===== config.mk =====
export PLATFORM = sky130hd
export DESIGN_NAME = pulse_acc
export DESIGN_NICKNAME = d
export VERILOG_FILES = /design/src/rtl/pacc_pkg.sv /design/src/rtl/pacc_edge.sv /design/src/rtl/pacc_counter.sv /design/src/rtl/pacc_regs.sv /design/src/rtl/pulse_acc.sv
export SDC_FILE = /design/constraint.sdc
export NUM_CORES = 1
export LEC_CHECK = 0
export ABC_AREA = 0
export CORE_AREA = 2 2 57 59
export CTS_CLUSTER_SIZE = 28
export DETAILED_ROUTE_END_ITERATION = 8
export DIE_AREA = 0 0 59 61
export PLACE_DENSITY = 0.81
export SLEW_MARGIN = 20
export SYNTH_ARGS = -nofsm -noshare
export SYNTH_HDL_FRONTEND = slang
export SYNTH_SLANG_ARGS = --single-unit

===== constraint.sdc =====
create_clock -name clk_i -period 2.2 [get_ports clk_i]
set_input_delay 0.44 -clock clk_i [delete_from_list [all_inputs] [get_ports clk_i]]
set_output_delay 0.44 -clock clk_i [all_outputs]
set_load 0.1 [all_outputs]

===== src/rtl/pacc_pkg.sv =====
package pacc_pkg;
  localparam int unsigned DATA_W = 8;
  localparam int unsigned ADDR_W = 8;

  typedef logic [DATA_W-1:0] byte_t;

  localparam logic [ADDR_W-1:0] OFF_MASK = 8'h24;
  localparam logic [ADDR_W-1:0] OFF_FLAG = 8'h25;
  localparam logic [ADDR_W-1:0] OFF_CFG  = 8'h26;
  localparam logic [ADDR_W-1:0] OFF_CNT  = 8'h27;

  localparam int unsigned BIT_EDG = 4;
  localparam int unsigned BIT_OVF = 5;
  localparam int unsigned N_EVT   = 2;  // hardware-set flags at BIT_EDG upward
  localparam int unsigned N_REQ   = 4;  // enable/flag pairs at bits 7:4

  localparam byte_t MASK_RW = 8'hF3;

  typedef struct packed {
    logic fall;  // 1: count falling edges
    logic en;
  } acc_cfg_t;
endpackage


===== src/rtl/pacc_edge.sv =====
module pacc_edge #(
  parameter int unsigned SYNC_STAGES = 2
) (
  input  logic clk_i,
  input  logic rst_ni,
  input  logic pin_i,
  input  logic fall_i,
  output logic edge_o
);
  localparam int unsigned SH_W = SYNC_STAGES + 1;

  logic [SH_W-1:0] sh_q;
  logic            cur, prev;

  always_ff @(posedge clk_i or negedge rst_ni) begin
    if (!rst_ni) sh_q <= '0;
    else         sh_q <= {sh_q[SH_W-2:0], pin_i};
  end

  assign cur    = sh_q[SYNC_STAGES-1];
  assign prev   = sh_q[SYNC_STAGES];
  assign edge_o = fall_i ? (prev & ~cur) : (cur & ~prev);
endmodule


===== src/rtl/pacc_counter.sv =====
module pacc_counter #(
  parameter int unsigned W = 8
) (
  input  logic         clk_i,
  input  logic         rst_ni,
  input  logic         inc_i,
  input  logic         load_i,
  input  logic [W-1:0] load_val_i,
  output logic [W-1:0] cnt_o,
  output logic         wrap_o
);
  localparam logic [W-1:0] TOP = '1;

  logic [W-1:0] cnt_q;

  always_ff @(posedge clk_i or negedge rst_ni) begin
    if (!rst_ni)     cnt_q <= '0;
    else if (load_i) cnt_q <= load_val_i;
    else if (inc_i)  cnt_q <= cnt_q + 1'b1;
  end

  // load beats increment, so a load cycle never reports a wrap
  assign wrap_o = inc_i & ~load_i & (cnt_q == TOP);
  assign cnt_o  = cnt_q;
endmodule


===== src/rtl/pacc_regs.sv =====
module pacc_regs
  import pacc_pkg::*;
(
  input  logic              clk_i,
  input  logic              rst_ni,
  input  logic [ADDR_W-1:0] addr_i,
  input  logic              we_i,
  input  byte_t             wdata_i,
  input  byte_t             cnt_i,
  input  logic [N_EVT-1:0]  evt_set_i,
  output byte_t             mask_o,
  output byte_t             flag_o,
  output acc_cfg_t          cfg_o,
  output logic              cnt_load_o,
  output byte_t             rdata_o
);
  logic wr_mask, wr_flag, wr_cfg;
  byte_t mask_q;
  logic [1:0] hi_q;
  logic [N_EVT-1:0] evt_q, evt_d;
  acc_cfg_t cfg_q;

  assign wr_mask    = we_i && (addr_i == OFF_MASK);
  assign wr_flag    = we_i && (addr_i == OFF_FLAG);
  assign wr_cfg     = we_i && (addr_i == OFF_CFG);
  assign cnt_load_o = we_i && (addr_i == OFF_CNT);

  // set wins over write-one-to-clear
  always_comb begin
    for (int i = 0; i < N_EVT; i++)
      evt_d[i] = evt_set_i[i] | (evt_q[i] & ~(wr_flag & wdata_i[BIT_EDG+i]));
  end

  always_ff @(posedge clk_i or negedge rst_ni) begin
    if (!rst_ni) begin
      mask_q <= '0;
      hi_q   <= '0;
      evt_q  <= '0;
      cfg_q  <= '0;
    end else begin
      evt_q <= evt_d;
      if (wr_mask) mask_q <= wdata_i & MASK_RW;
      if (wr_flag) hi_q   <= wdata_i[7:6];
      if (wr_cfg)  cfg_q  <= wdata_i[1:0];
    end
  end

  assign mask_o = mask_q;
  assign flag_o = {hi_q, evt_q, 4'b0000};
  assign cfg_o  = cfg_q;

  always_comb begin
    unique case (addr_i)
      OFF_MASK: rdata_o = mask_q;
      OFF_FLAG: rdata_o = flag_o;
      OFF_CFG:  rdata_o = {6'b0, cfg_q};
      OFF_CNT:  rdata_o = cnt_i;
      default:  rdata_o = '0;
    endcase
  end
endmodule


===== src/rtl/pulse_acc.sv =====
module pulse_acc
  import pacc_pkg::*;
#(
  parameter int unsigned SYNC_STAGES = 2
) (
  input  logic        clk_i,
  input  logic        rst_ni,
  input  logic        pin_i,
  input  logic [7:0]  bus_addr_i,
  input  logic        bus_we_i,
  input  logic [7:0]  bus_wdata_i,
  output logic [7:0]  bus_rdata_o,
  output logic        irq_o
);
  acc_cfg_t cfg_w;
  byte_t    mask_w, flag_w, cnt_w;
  logic     edge_w, inc_w, wrap_w, load_w;
  logic [N_REQ-1:0] req_w;

  pacc_edge #(.SYNC_STAGES(SYNC_STAGES)) i_edge (
    .clk_i  (clk_i),
    .rst_ni (rst_ni),
    .pin_i  (pin_i),
    .fall_i (cfg_w.fall),
    .edge_o (edge_w)
  );

  assign inc_w = edge_w & cfg_w.en;

  pacc_counter #(.W(DATA_W)) i_cnt (
    .clk_i      (clk_i),
    .rst_ni     (rst_ni),
    .inc_i      (inc_w),
    .load_i     (load_w),
    .load_val_i (bus_wdata_i),
    .cnt_o      (cnt_w),
    .wrap_o     (wrap_w)
  );

  pacc_regs i_regs (
    .clk_i      (clk_i),
    .rst_ni     (rst_ni),
    .addr_i     (bus_addr_i),
    .we_i       (bus_we_i),
    .wdata_i    (bus_wdata_i),
    .cnt_i      (cnt_w),
    .evt_set_i  ({wrap_w, inc_w}),
    .mask_o     (mask_w),
    .flag_o     (flag_w),
    .cfg_o      (cfg_w),
    .cnt_load_o (load_w),
    .rdata_o    (bus_rdata_o)
  );

  for (genvar g = 0; g < N_REQ; g++) begin : g_req
    assign req_w[g] = mask_w[BIT_EDG+g] & flag_w[BIT_EDG+g];
  end

  assign irq_o = |req_w;
endmodule


# [Word-level counts from Yosys, hierarchy flattened]
# Index checks and enable logic that the tools add are counted.
[totals] regBits=23 in_bits=20 output_inout_bits=9 elab_cells=43
[op_classes] n_addsub=1 eq_ne=5 mux=4 n_bitwise=20 reduce_logical=6
[ops] operator="equality test 8 x 6 -> 1 bit (second input constant)" n=4
[ops] operator="one-hot mux 8 bit (4 select lines)" n=1
[ops] operator="two-way mux 8 bit" n=2
[ops] operator="AND 1 bit" n=13
[ops] operator="adder 8 x 1 -> 8 bit (second input constant)" n=1
[ops] operator="equality test 8 bit (second input constant)" n=1
[ops] operator="inverter 1 bit" n=5
[ops] operator="logical AND 1 bit" n=4
[ops] operator="OR reduction 4 bit" n=1
[ops] operator="OR 1 bit" n=2
[ops] operator="nonzero test 2 bit" n=1
[ops] operator="two-way mux 1 bit" n=1

# [Logic depth before layout (Yosys ltp)]
[logic_depth] word_depth=7 mapped_depth=6 depth_no_buf=5

# [Modules after synthesis]
# Synthesis repeated with hierarchy kept, for this count alone.
[hier_totals] hier_cells=131 hier_area_um2=1357.6
[modules_own_cells] mod="pacc_regs" n_inst=1 cells_each=70 area_per_inst_um2=769.5 seq_area_each_um2=300.3
[modules_own_cells] mod="pacc_counter" n_inst=1 cells_each=51 area_per_inst_um2=465.4 seq_area_each_um2=200.2
[modules_own_cells] mod="pacc_edge" n_inst=1 cells_each=6 area_per_inst_um2=97.6 seq_area_each_um2=75.1
[modules_own_cells] mod="pulse_acc" n_inst=1 cells_each=4 area_per_inst_um2=25.0 seq_area_each_um2=0.0

# [Least setup slack after synthesis]
# Ideal clock, no wire load.
[synth_timing] path_kind="in2out" from="input bus_addr_i[7]" to="output bus_rdata_o[0]" t_arrival_ns=2.186 required_ns=1.760 path_slack_ns=-0.426 stages=3 n_path_buf=0 path_cell_list="nor2_1 -> nand4b_1 -> nor2_1"
[synth_between] elab_chain_cells=2 word_cells_on_any_way=5 classes_between="eq/ne: 4; mux: 1"
[synth_rtl] element="start, declared" line="pulse_acc.sv:9" rtl="input logic [7:0] bus_addr_i,"
[synth_rtl] element="equality test 8 x 6 -> 1 bit" line="pacc_regs.sv:53" rtl="unique case (addr_i)"
[synth_rtl] element="one-hot mux 8 bit (4 select lines) *" line="pacc_regs.sv:53"
[synth_rtl] element="end, declared" line="pulse_acc.sv:12" rtl="output logic [7:0] bus_rdata_o,"
# Every way passes the cells marked *; elsewhere a longest branch is shown, timed or not.

# [Worst setup path in the final report]
[layout_timing] from="input bus_addr_i[7]" to="output bus_rdata_o[3]"
# The elaborated chain is that of the path after synthesis.

==> flow_metrics.py <==
metrics = {
    "outcome": {
        "outcome": "finished, violations left",
        "violations": "negative setup slack",
    },
    "global_routing": {
        "grt_overflow": 0,
        "antenna_violations_before_repair": 0,
        "grtUsageTotal": 0.191,
        "first_global_vias": 1143,
        "grt_first_pass_wirelength_mm": 5.19,
        "pin_count_of_the_biggest_net_entering_global_routing": 24,
    },
    "worst_setup_path": {
        "crit_path_max_fanout": 7,
        "crit-reg2reg-capture": "i_cnt.cnt_o[7]$_DFFE_PN0P_",
        "critPathLaunch": "bus_addr_i[7]",
        "cp_data_required_time_ps": 1760,
        "criticalPathCategory": "input port to primary output",
        "cp-endpoint": "bus_rdata_o[3]",
        "timing.rr.start": "i_regs.cfg_o[1]$_DFFE_PN0P_",
        "reg2reg_depth": 4,
        "critical_path_arrival_ps": 1770,
        "setup.reg_to_reg.worst_slack_ps": 430,
        "timing.critical_path.from_type": "input port",
        "endpoint_kind": "primary output",
    },
    "synthesis": {
        "netlist-cell-type-count": 31,
        "share_of_the_yosys_chip_area_belonging_to_registers": 0.448,
        "post_synth.cell_area_avg_sq_um": 10.2,
        "synth_nets": 147,
        "synthCells": 126,
        "netlist_area_sq_um": 1280,
        "yosysWarnings": 0,
        "yosys_register_bits": 23,
    },
    "placement": {
        "finalWeightedCongestion": 0.868,
        "numPlacedInstances": 190,
        "preCtsSetupSlack_ps": -122,
        "dp_hpwl_mm": 2.42,
        "portBuffers": 28,
    },
    "routing": {
        "vias_per_cell": 5.76,
        "firstDrtPassIters": 4,
        "totalWireLength_mm": 3.15,
        "detailedRoute.firstIterationViolations": 29,
        "drt-wirelength-per-cell_um": 16.3,
        "met2_wirelength_mm": 1.72,
        "wl_met3_um": 129,
        "dr_drc_count": 0,
        "detail-route-antenna-nets": 0,
        "wl_met1_mm": 1.25,
        "top_layer": "met4",
        "num_vias": 1118,
    },
    "timing": {
        "final.period_utilization": 1.00,
        "setup-violations-final": 1,
        "period_needed_ps": 2210,
        "finalWorstSetupSlack_ps": -7.82,
        "fmax_mhz": 453,
        "setup_repair_after_global_routing_missed_its_margin": "yes",
        "final-hold-violation-count": 0,
        "fin_worst_skew_ps": 1.47,
        "relSlewSlack": 0.750,
        "finalMaxSlewViolations": 0,
        "worst-slew-pin-transition_ps": 374,
    },
    "floorplanning": {
        "initial_util": 0.435,
        "io-pin-count": 29,
        "die_height_um": 61,
        "floorplan.core_area_sq_um": 2950,
        "fp.dieArea_sq_um": 3600,
        "floorplan.rows": 20,
        "width_of_the_die_um": 59,
    },
    "final_layout": {
        "syn_to_final_growth_pct": 38.4,
        "layout_cell_share_with_drive_strength_beyond_1": 0.248,
        "most-common-layout-cells": "sky130_fd_sc_hd__dfrtp_1 (23), sky130_fd_sc_hd__nor2_1 (17), sky130_fd_sc_hd__clkdlybuf4s50_1 (16)",
        "post_layout_nonfiller_instances": 194,
        "layout.cells.most_common": "sky130_fd_sc_hd__dfrtp_1",
        "antenna_cells": 0,
        "num-nets-final": 183,
        "post-route-util": 0.602,
    },
    "pwr": {
        "power.static_leakage_nw": 0.763,
        "intPower_w": 0.000722,
        "switchingPower_w": 0.000378,
        "fin_total_pwr_w": 0.00110,
        "pwr-share-comb": 0.275,
        "irDropWorstVdd_mv": 0.366,
        "seq_power_share": 0.547,
        "power_switching_share": 0.343,
        "p_per_area_nw_per_um2": 618,
        "clock_power_frac": 0.178,
    },
    "min_path": {
        "hold_path.startpoint": "i_edge.sh_q[0]$_DFF_PN0_",
        "holdCritPathClass": "flip-flop to flip-flop",
    },
    "cts": {
        "cts_buffers": 3,
        "cts.clk_slew.worst_paths_ps": 130,
        "cts-root-to-sink-buffers": 2,
        "cts_hold_repair.buffers": 0,
        "post-cts-setup-buffer-count": 0,
        "htree_depth": 1,
        "clkSinkCount": 23,
        "insertion_delay_ps": 300,
        "cts_root_buffer": "sky130_fd_sc_hd__clkbuf_4",
        "cts_tree": "yes",
    },
    "job": {
        "cap_viol_max_count": 0,
    },
}
worst max-delay path: stages:
cell and delay (ps):
sky130_fd_sc_hd__clkdlybuf4s50_1 410, sky130_fd_sc_hd__nor2_2 150, sky130_fd_sc_hd__nand4b_1 140, sky130_fd_sc_hd__buf_6 170
sky130_fd_sc_hd__inv_2 60, sky130_fd_sc_hd__and3_4 210, sky130_fd_sc_hd__buf_12 170
registers in the layout, indices dropped and copies added, names as in the netlist:
register / flops
i_regs.evt_q: 2
i_edge.sh_q: 3
i_regs.cfg_o: 2
i_cnt.cnt_o: 8
i_regs.mask_o: 6
i_regs.hi_q: 2
stage by stage:
step           TNS (ps)  hold WS, ps  instance area, sq um
3_5_place_dp       -496          347                  1720
4_1_cts               0          377                  1760
3_3_place_gp       -146          336                  1720
2_1_floorplan     -2550          144                  1280
5_1_grt            -737          395                  1780
6_report          -7.82          371                  1780
cell usage after synthesis:
cell	number	area (sq um)
sky130_fd_sc_hd__mux2i_1	5	50.1
sky130_fd_sc_hd__mux2_2	5	56.3
sky130_fd_sc_hd__nor2_1	20	75.1
sky130_fd_sc_hd__nor2b_1	2	12.5
sky130_fd_sc_hd__or3b_1	2	17.5
sky130_fd_sc_hd__buf_2	1	5.00
sky130_fd_sc_hd__a2111oi_4	1	27.5
sky130_fd_sc_hd__nand3_1	1	5.00
sky130_fd_sc_hd__and4bb_2	1	12.5
sky130_fd_sc_hd__nand4b_1	1	8.76
sky130_fd_sc_hd__a211oi_1	1	7.51
sky130_fd_sc_hd__a211oi_2	1	12.5
sky130_fd_sc_hd__a22oi_1	4	30.0
sky130_fd_sc_hd__inv_1	3	11.3
sky130_fd_sc_hd__ha_1	1	12.5
sky130_fd_sc_hd__o21ai_0	2	10.0
sky130_fd_sc_hd__nand2b_1	1	6.26
sky130_fd_sc_hd__buf_6	1	11.3
sky130_fd_sc_hd__clkbuf_1	3	11.3
sky130_fd_sc_hd__nand3b_1	1	7.51
sky130_fd_sc_hd__mux2_1	7	78.8
sky130_fd_sc_hd__xnor2_1	7	61.3
sky130_fd_sc_hd__nor3_2	1	10.0
sky130_fd_sc_hd__nand2_1	6	22.5
sky130_fd_sc_hd__a21boi_2	1	11.3
sky130_fd_sc_hd__nand4_1	6	37.5
sky130_fd_sc_hd__dfrtp_1	23	576
sky130_fd_sc_hd__and3_1	2	12.5
sky130_fd_sc_hd__and2_1	1	6.26
sky130_fd_sc_hd__a21oi_2	1	8.76
sky130_fd_sc_hd__a21oi_1	14	70.1
how the worst min path moves through the flow:
stage	end	cells past startpoint
floorplan	i_cnt.cnt_o[0]$_DFFE_PN0P_	0
global placement	i_edge.sh_q[1]$_DFF_PN0_	0
detailed placement	i_edge.sh_q[1]$_DFF_PN0_	0
CTS	i_edge.sh_q[1]$_DFF_PN0_	0
global route	i_edge.sh_q[1]$_DFF_PN0_	0
finish	i_edge.sh_q[1]$_DFF_PN0_	0
kinds of logic (layout without fill, tap and decap cells):
kind of cell | count (synthesis) | count (layout) | synth area share
AOI/OAI and AO/OA | 25 | 25 | 0.138
xor gates and xnor gates | 7 | 7 | 0.0477
adders and majority gates | 1 | 1 | 0.00974
buffers and inverters | 8 | 43 | 0.0302
DFF | 23 | 23 | 0.448
muxes | 17 | 17 | 0.144
and+or+nand+nor | 45 | 45 | 0.182
layout make-up:
cell class	count	area (sq um)
clock inverters	1	5.00
fillers	248	1170
inverters	3	11.3
flip-flops and latches	23	576
well taps	33	41.3
multi-input cells	95	697
repair buffers	36	425
clock buffers	3	22.5
per-layer routing:
| layer | GRT usage | vias to the layer above |
|---|---|---|
| li1 | - | 520 |
| met1 | 0.243 | 548 |
| met2 | 0.343 | 43 |
| met3 | 0.0235 | 7 |
| met4 | 0.0552 | 0 |
| met5 | 0 | - |
power groups by stage:
stage,combinational (W),clock (W),sequential [W]
2_1_floorplan,0.000208,0,0.000573
3_3_place_gp,0.000280,0,0.000600
3_5_place_dp,0.000299,0,0.000602
4_1_cts,0.000299,0.000198,0.000597
5_1_grt,0.000333,0.000218,0.000611
6_report,0.000302,0.000196,0.000602
repair_timing:
action / 4_1_cts / 5_1_grt
endpoints found under the setup margin: 8 / 8
gates resized for setup: 4 / 9
endpoints found under the hold margin: 0 / 0
pin swaps: 1 / 1
Note: power is estimated with default switching activity, not from simulation.
